[config.mk]
export PLATFORM = sky130hd
export DESIGN_NAME = ptp_pin_wavegen
export DESIGN_NICKNAME = d
export VERILOG_FILES = /design/src/rtl/ptp_wave_pkg.sv /design/src/rtl/ptp_wr_decode.sv /design/src/rtl/ptp_pin_regs.sv /design/src/rtl/ptp_pin_fsm.sv /design/src/rtl/ptp_pin_wavegen.sv
export SDC_FILE = /design/constraint.sdc
export NUM_CORES = 2
export LEC_CHECK = 0
export BUFFER_PORTS_ARGS = -buffer_cell sky130_fd_sc_hd__buf_4
export CAP_MARGIN = 20
export CELL_PAD_IN_SITES_DETAIL_PLACEMENT = 0
export CELL_PAD_IN_SITES_GLOBAL_PLACEMENT = 1
export CORE_MARGIN = 3
export CORE_UTILIZATION = 52
export CTS_CLUSTER_DIAMETER = 50
export CTS_CLUSTER_SIZE = 20
export DETAILED_ROUTE_END_ITERATION = 8
export GPL_TIMING_DRIVEN = 0
export HOLD_SLACK_MARGIN = 0.12
export PLACE_DENSITY = 0.85
export REMOVE_ABC_BUFFERS = 1
export SLEW_MARGIN = 15
export SYNTH_ARGS = -nofsm -noshare
export SYNTH_HDL_FRONTEND = slang
export SYNTH_SLANG_ARGS = --single-unit
[constraint.sdc]
create_clock -name clk -period 13.9 [get_ports clk]
set_clock_uncertainty 0.2 [all_clocks]
set_input_delay 1.39 -clock clk [delete_from_list [all_inputs] [get_ports clk]]
set_output_delay 1.39 -clock clk [all_outputs]
set_load 0.02 [all_outputs]
[src/rtl/ptp_wave_pkg.sv]
package ptp_wave_pkg;

    typedef enum logic [1:0] {
        PH_IDLE = 2'd0,
        PH_LOW  = 2'd1,
        PH_HIGH = 2'd2,
        PH_WAIT = 2'd3
    } phase_e;

    // Register select codes on the write port
    localparam logic [1:0] SEL_LOW  = 2'd0;
    localparam logic [1:0] SEL_HIGH = 2'd1;
    localparam logic [1:0] SEL_CFG  = 2'd2;

    // Configuration word layout
    localparam logic [1:0] ACT_CLOCK = 2'd1;
    localparam int         SYNC_BIT  = 2;

    typedef struct packed {
        logic run;
        logic sync;
    } mode_t;

endpackage

[src/rtl/ptp_wr_decode.sv]
module ptp_wr_decode
    import ptp_wave_pkg::*;
#(
    parameter int NUM_PINS = 4,
    parameter int PIN_W    = 2
) (
    input  logic                clk,
    input  logic                rst_n,
    input  logic                wr_en,
    input  logic [PIN_W-1:0]    wr_pin,
    input  logic [1:0]          wr_sel,
    output logic [NUM_PINS-1:0] low_we,
    output logic [NUM_PINS-1:0] high_we,
    output logic [NUM_PINS-1:0] cfg_we
);

    always_comb begin
        for (int i = 0; i < NUM_PINS; i++) begin
            low_we[i]  = wr_en && (wr_pin == PIN_W'(i)) && (wr_sel == SEL_LOW);
            high_we[i] = wr_en && (wr_pin == PIN_W'(i)) && (wr_sel == SEL_HIGH);
            cfg_we[i]  = wr_en && (wr_pin == PIN_W'(i)) && (wr_sel == SEL_CFG);
        end
    end


    one_target_chk: assert property (@(posedge clk) disable iff (!rst_n)
        $onehot0({low_we, high_we, cfg_we}));


    no_write_idle_chk: assert property (@(posedge clk) disable iff (!rst_n)
        !wr_en |-> ({low_we, high_we, cfg_we} == '0));

endmodule

[src/rtl/ptp_pin_regs.sv]
module ptp_pin_regs
    import ptp_wave_pkg::*;
#(
    parameter int          DATA_W   = 32,
    parameter int          DUR_W    = 32,
    parameter int unsigned MIN_HALF = 6,
    parameter int unsigned MAX_HALF = 32'h3FFF_FFFF
) (
    input  logic              clk,
    input  logic              rst_n,
    input  logic              low_we,
    input  logic              high_we,
    input  logic              cfg_we,
    input  logic [DATA_W-1:0] wr_data,
    output logic [DUR_W-1:0]  low_dur,
    output logic [DUR_W-1:0]  high_dur,
    output logic              start,
    output mode_t             start_mode,
    output logic              err_flag
);

    localparam logic [DUR_W-1:0] LIM_LO = DUR_W'(MIN_HALF);
    localparam logic [DUR_W-1:0] LIM_HI = DUR_W'(MAX_HALF);

    typedef struct packed {
        logic [DUR_W-1:0] low;
        logic [DUR_W-1:0] high;
        logic             err;
    } bank_t;

    bank_t bank_d, bank_q;
    logic  is_clock, want_sync, out_of_range, refuse;

    always_comb begin
        bank_d       = bank_q;
        is_clock     = (wr_data[1:0] == ACT_CLOCK);
        want_sync    = wr_data[SYNC_BIT];
        out_of_range = (bank_q.low  <= LIM_LO) || (bank_q.low  > LIM_HI) ||
                       (bank_q.high <= LIM_LO) || (bank_q.high > LIM_HI);
        refuse       = cfg_we && is_clock && !want_sync && out_of_range;

        if (low_we)  bank_d.low  = wr_data[DUR_W-1:0];
        if (high_we) bank_d.high = wr_data[DUR_W-1:0];
        if (refuse)  bank_d.err  = 1'b1;

        start           = cfg_we;
        start_mode.run  = is_clock && !refuse;
        start_mode.sync = want_sync;
    end

    always_ff @(posedge clk) begin
        if (!rst_n) bank_q <= '0;
        else        bank_q <= bank_d;
    end

    assign low_dur  = bank_q.low;
    assign high_dur = bank_q.high;
    assign err_flag = bank_q.err;


    err_sticky_chk: assert property (@(posedge clk) disable iff (!rst_n)
        err_flag |=> err_flag);


    short_low_flag_chk: assert property (@(posedge clk) disable iff (!rst_n)
        (cfg_we && wr_data[1:0] == ACT_CLOCK && !wr_data[SYNC_BIT] && low_dur <= LIM_LO)
        |=> err_flag);

endmodule

[src/rtl/ptp_pin_fsm.sv]
module ptp_pin_fsm
    import ptp_wave_pkg::*;
#(
    parameter int DUR_W = 32,
    parameter int INC_W = 8
) (
    input  logic             clk,
    input  logic             rst_n,
    input  logic             start,
    input  mode_t            start_mode,
    input  logic [DUR_W-1:0] low_dur,
    input  logic [DUR_W-1:0] high_dur,
    input  logic             tick,
    input  logic [INC_W-1:0] tick_inc,
    input  logic             sec_roll,
    output logic             pin_out
);

    localparam int CW = DUR_W + 1;

    typedef struct packed {
        phase_e           phase;
        logic [CW-1:0]    cnt;
        logic [DUR_W-1:0] cur_low;
        logic [DUR_W-1:0] cur_high;
        logic             sync;
    } pin_st_t;

    pin_st_t st_d, st_q;
    logic [CW-1:0] sum;

    always_comb begin
        st_d = st_q;
        sum  = st_q.cnt + CW'(tick_inc);
        if (start) begin
            st_d.cnt     = '0;
            st_d.sync    = start_mode.sync;
            st_d.cur_low = low_dur;
            if (!start_mode.run)     st_d.phase = PH_IDLE;
            else if (start_mode.sync) st_d.phase = PH_WAIT;
            else                      st_d.phase = PH_LOW;
        end else if (sec_roll && st_q.sync && st_q.phase != PH_IDLE) begin
            st_d.phase   = PH_LOW;
            st_d.cnt     = '0;
            st_d.cur_low = low_dur;
        end else if (tick) begin
            unique case (st_q.phase)
                PH_LOW: begin
                    if (sum >= {1'b0, st_q.cur_low}) begin
                        st_d.phase    = PH_HIGH;
                        st_d.cnt      = sum - {1'b0, st_q.cur_low};
                        st_d.cur_high = high_dur;
                    end else begin
                        st_d.cnt = sum;
                    end
                end
                PH_HIGH: begin
                    if (sum >= {1'b0, st_q.cur_high}) begin
                        if (st_q.sync) begin
                            st_d.phase = PH_WAIT;
                            st_d.cnt   = '0;
                        end else begin
                            st_d.phase   = PH_LOW;
                            st_d.cnt     = sum - {1'b0, st_q.cur_high};
                            st_d.cur_low = low_dur;
                        end
                    end else begin
                        st_d.cnt = sum;
                    end
                end
                default: begin
                end
            endcase
        end
    end

    always_ff @(posedge clk) begin
        if (!rst_n) st_q <= '{phase: PH_IDLE, default: '0};
        else        st_q <= st_d;
    end

    assign pin_out = (st_q.phase == PH_HIGH);


    restart_low_chk: assert property (@(posedge clk) disable iff (!rst_n)
        start |=> !pin_out);


    idle_hold_chk: assert property (@(posedge clk) disable iff (!rst_n)
        (st_q.phase == PH_IDLE && !start) |=> !pin_out);


    no_tick_hold_chk: assert property (@(posedge clk) disable iff (!rst_n)
        (!tick && !start && !sec_roll) |=> $stable(pin_out));


    roll_rearm_chk: assert property (@(posedge clk) disable iff (!rst_n)
        (sec_roll && st_q.sync && st_q.phase != PH_IDLE && !start) |=> !pin_out);


    roll_ignored_chk: assert property (@(posedge clk) disable iff (!rst_n)
        (sec_roll && !tick && !start && !st_q.sync) |=> $stable(pin_out));

endmodule

[src/rtl/ptp_pin_wavegen.sv]
module ptp_pin_wavegen
    import ptp_wave_pkg::*;
#(
    parameter int NUM_PINS = 4,
    parameter int DATA_W   = 32,
    parameter int DUR_W    = 32,
    parameter int INC_W    = 8,
    parameter int PIN_W    = (NUM_PINS > 1) ? $clog2(NUM_PINS) : 1
) (
    input  logic                clk,
    input  logic                rst_n,
    input  logic                wr_en,
    input  logic [PIN_W-1:0]    wr_pin,
    input  logic [1:0]          wr_sel,
    input  logic [DATA_W-1:0]   wr_data,
    input  logic                ns_tick,
    input  logic [INC_W-1:0]    ns_step,
    input  logic                sec_roll,
    output logic [NUM_PINS-1:0] pin_out,
    output logic [NUM_PINS-1:0] cfg_err
);

    logic [NUM_PINS-1:0] low_we, high_we, cfg_we;

    ptp_wr_decode #(.NUM_PINS(NUM_PINS), .PIN_W(PIN_W)) u_dec (
        .clk     (clk),
        .rst_n   (rst_n),
        .wr_en   (wr_en),
        .wr_pin  (wr_pin),
        .wr_sel  (wr_sel),
        .low_we  (low_we),
        .high_we (high_we),
        .cfg_we  (cfg_we)
    );

    for (genvar g = 0; g < NUM_PINS; g++) begin : g_pin
        logic [DUR_W-1:0] low_dur, high_dur;
        logic             start;
        mode_t            start_mode;

        ptp_pin_regs #(.DATA_W(DATA_W), .DUR_W(DUR_W)) u_regs (
            .clk        (clk),
            .rst_n      (rst_n),
            .low_we     (low_we[g]),
            .high_we    (high_we[g]),
            .cfg_we     (cfg_we[g]),
            .wr_data    (wr_data),
            .low_dur    (low_dur),
            .high_dur   (high_dur),
            .start      (start),
            .start_mode (start_mode),
            .err_flag   (cfg_err[g])
        );

        ptp_pin_fsm #(.DUR_W(DUR_W), .INC_W(INC_W)) u_fsm (
            .clk        (clk),
            .rst_n      (rst_n),
            .start      (start),
            .start_mode (start_mode),
            .low_dur    (low_dur),
            .high_dur   (high_dur),
            .tick       (ns_tick),
            .tick_inc   (ns_step),
            .sec_roll   (sec_roll),
            .pin_out    (pin_out[g])
        );
    end


    reset_quiet_chk: assert property (@(posedge clk)
        !rst_n |=> (pin_out == '0 && cfg_err == '0));

endmodule

==> flow_metrics.py <==
metrics = {
    "cells_and_area": {
        "area_growth_pct": 9.42,
        "drive_gt1_share_pct": 5.79,
        "layoutNonFillerInstCount": 7047,
        "fill_cells": 8154,
        "layout.nets": 6204,
    },
    "floorplanning": {
        "die_h_um": 299,
        "die_area_um2": 89300,
        "coreArea_um2": 84400,
        "start_util_pct": 52.9,
        "num_rows": 106,
        "boundaryPins": 57,
        "die_w_um": 299,
    },
    "power": {
        "p_total_w": 0.00952,
        "p_int_w": 0.00520,
        "pwr-share-clk_pct": 23.7,
        "power_density_nw_per_um2": 195,
        "power_frac_seq_pct": 21.2,
        "p_leak_nw": 19.2,
        "sw_frac_of_total_pct": 45.4,
        "p_sw_w": 0.00433,
        "combPwrFrac_pct": 55.1,
        "ir_drop_mv": 0.196,
    },
    "route": {
        "finalWirelength_um": 154000,
        "drc_errors": 0,
        "vias": 43300,
        "wl_met2_um": 68200,
        "top_layer": "met5",
        "antenna_left": 0,
        "route.met3.wl_um": 11300,
        "met1_length_um": 67100,
        "firstDrtPassIters": 6,
        "routed_via_density": 6.14,
        "wl_per_cell_um": 21.8,
        "drt-initial-drc-count": 4151,
    },
    "global_routing": {
        "grt_max_degree": 129,
        "track_usage_pct": 33.0,
        "grt_pass1_vias": 39500,
        "antenna_found_initial": 11,
        "grt_pass1_wl_um": 233000,
        "overflow": 0,
    },
    "worst_setup_path": {
        "cp_cell_sequence": "buf_4, ha_1, o21ai_0, o21ai_0, a31oi_1, o21a_1, nor3_1, nand3_1, xnor2_1, ha_1, nand4_1, or4_1, nor4_1, o21ai_0, nand4_1, a41oi_4, buf_16, inv_1, nand4_1, buf_8, nand2_1, a21oi_1",
        "cp_slowest_cell": "nor3_1",
        "cp-start-kind": "input pin",
        "critPathCaptureType": "flop",
        "crit_arrival_ns": 8.37,
        "cp_max_fo": 26,
        "worst-path-buf-inv": 4,
        "path_class": "input pin to flop",
        "cp_top_family": "simple AND/OR/NAND/NOR gates",
        "cpPeakStageDelay_ns": 0.93,
        "crit_required_ns": 14.22,
    },
    "logic_synthesis": {
        "postSynthCellCount": 6005,
        "synth.distinct_cells": 92,
        "ys_seq_area_share_pct": 29.6,
        "ys_warn_count": 0,
        "async_flop_share_pct": 0,
        "synth.cell_area_um2": 44600,
        "synth_area_per_cell_um2": 7.42,
        "yosys_most_used_dff": "dfxtp_1",
        "ys_seq_elements": 660,
        "synth_edf_count": 0,
    },
    "place": {
        "portBuffers": 56,
        "placed_cells": 6889,
        "gp_congestion": 0.962,
        "dp_hpwl_um": 113000,
    },
    "status": {
        "status": "finished, final reports clean",
    },
    "job": {
        "maxCapViolations": 0,
    },
    "sta": {
        "slew_viol_final": 0,
        "max_freq_mhz": 124,
        "grt_setup_unrepaired": "false",
        "finalCriticalPeriod_ns": 8.05,
        "max-slew-margin-rel_pct": 22.0,
        "fin_crit_sh_pct": 57.9,
        "setup_viol": 0,
        "worst_pin_slew_ns": 1.16,
        "hold_viol_final": 0,
        "setup_tns_ns": 0,
    },
    "clock_network": {
        "cts_sinks": 660,
        "cts_tree": "built",
        "post-cts-setup-buffers": 0,
        "clockBufferDepth": 3,
        "cts-root-buf": "clkbuf_16",
        "insertion_delay_ns": 0.66,
        "ctsResizeCount": 0,
        "h-tree-depth": 3,
        "clkSlewWorstSetupHoldPaths_ns": 0.06,
        "hold_buffers": 0,
        "numCtsBuffers": 83,
    },
    "min_path": {
        "hold_class": "flop to flop",
    },
}
## stage by stage
| stage | worst slack (ns) | util [%] | area (µm²) | hold slack [ns] |
|---|---|---|---|---|
| after CTS | 5.96 | 57.8 | 48700 | 0.245 |
| final | 5.85 | 57.8 | 48800 | 0.241 |
| after detailed placement | 5.30 | 54.3 | 45800 | 0.238 |
| after global routing | 5.46 | 57.8 | 48800 | 0.272 |
| after global placement | -0.414 | 53.3 | 45000 | 0.234 |
| after floorplan | 5.44 | - | 43200 | 0.236 |
## path summary, 6_finish.rpt
check | startpoint | end | cells past startpoint | slack, ns
worst max register to register | g_pin[3].u_fsm.st_q[67] | g_pin[3].u_fsm.st_q[25] | 21 | 6.51
worst min register to register | g_pin[3].u_regs.err_flag | g_pin[3].u_regs.err_flag | 2 | 0.24
worst max-delay path | ns_step[2] | g_pin[3].u_fsm.st_q[25] | 22 | 5.85
worst min-delay path | g_pin[3].u_regs.err_flag | g_pin[3].u_regs.err_flag | 2 | 0.24
## cells in the mapped netlist, drive strengths merged (75+ instances only)
master / instances / area, µm²
a21o: 113 / 848
a21oi: 705 / 3530
clkbuf: 294 / 1140
dfxtp: 660 / 13200
ha: 300 / 3750
inv: 353 / 1330
mux2i: 101 / 1010
nand2: 1088 / 4080
nand3: 209 / 1050
nand4: 84 / 526
nor2: 315 / 1190
nor3: 85 / 430
nor4: 75 / 469
o21ai: 326 / 1640
xnor2: 198 / 1730
xor2: 130 / 1140
## worst min-delay path: stages (launching register included)
cell and delay (ns):
dfxtp_1 0.30, inv_1 0.04, a21oi_1 0.05
## layout make-up
class,count,area (µm²),area share [%]
multi-input combinational,4646,28800,59.1
sequential,660,13200,27.1
clock buffer,93,2210,4.52
tap,1134,1420,2.91
inverter,354,1340,2.74
timing repair buffer,98,1080,2.22
clock inverter,59,708,1.45
antenna,3,7.51,0.0154
## layer usage
| layer | up-vias | GRT usage [%] |
|---|---|---|
| li1 | 21000 | - |
| met1 | 20400 | 44.9 |
| met2 | 1561 | 52.6 |
| met3 | 311 | 4.55 |
| met4 | 6 | 13.7 |
| met5 | - | 0 |
## power groups by stage
stage                     Sequential [W]  Clock, W  Combinational, W
after floorplan                  0.00204         0           0.00365
after global placement           0.00206         0           0.00498
after detailed placement         0.00206         0           0.00508
after CTS                        0.00202   0.00228           0.00511
after global routing             0.00203   0.00235           0.00566
final                            0.00202   0.00225           0.00525
## kinds of logic (layout without fill, tap and decap cells)
kind of cell	Yosys count	in the layout	share of synthesized area, %
simple gates	2130	2130	21.5
compound gates	1767	1767	24.8
buf+inv	699	604	6.18
flops	660	660	29.6
xor+xnor	328	328	6.44
fa+ha+maj	312	312	8.96
mux	109	109	2.47
other cells	0	3	0
## cells in the final DEF (no fill, tap or decap), types with 28 or more instances in the layout
cell type  instances
o211ai_1          52
and3_1            63
nor2b_1           39
nand4_1           84
nor3_1            79
and4_1            28
o21bai_1          35
clkbuf_16         85
xnor2_1          198
dfxtp_1          660
and2_1            30
a21o_1           113
o21a_1            51
nand2_1         1086
a211oi_1          69
inv_1            352
xor2_1           130
a31oi_1           51
o31ai_1           68
buf_4             66
nand3_1          207
nor4_1            75
nand2b_1          39
nor2_1           301
a221oi_1          51
a21oi_1          704
o21ai_0          319
ha_1             298
mux2i_1          101
## flip-flops by register name, summed over array words and instances, names as in the netlist
signal and cells:
g_pin.u_fsm.st_q 400, g_pin.u_regs.err_flag 4, g_pin.u_regs.low_dur 128, g_pin.u_regs.high_dur 128
No activity file was read; power rests on OpenSTA's default activity.
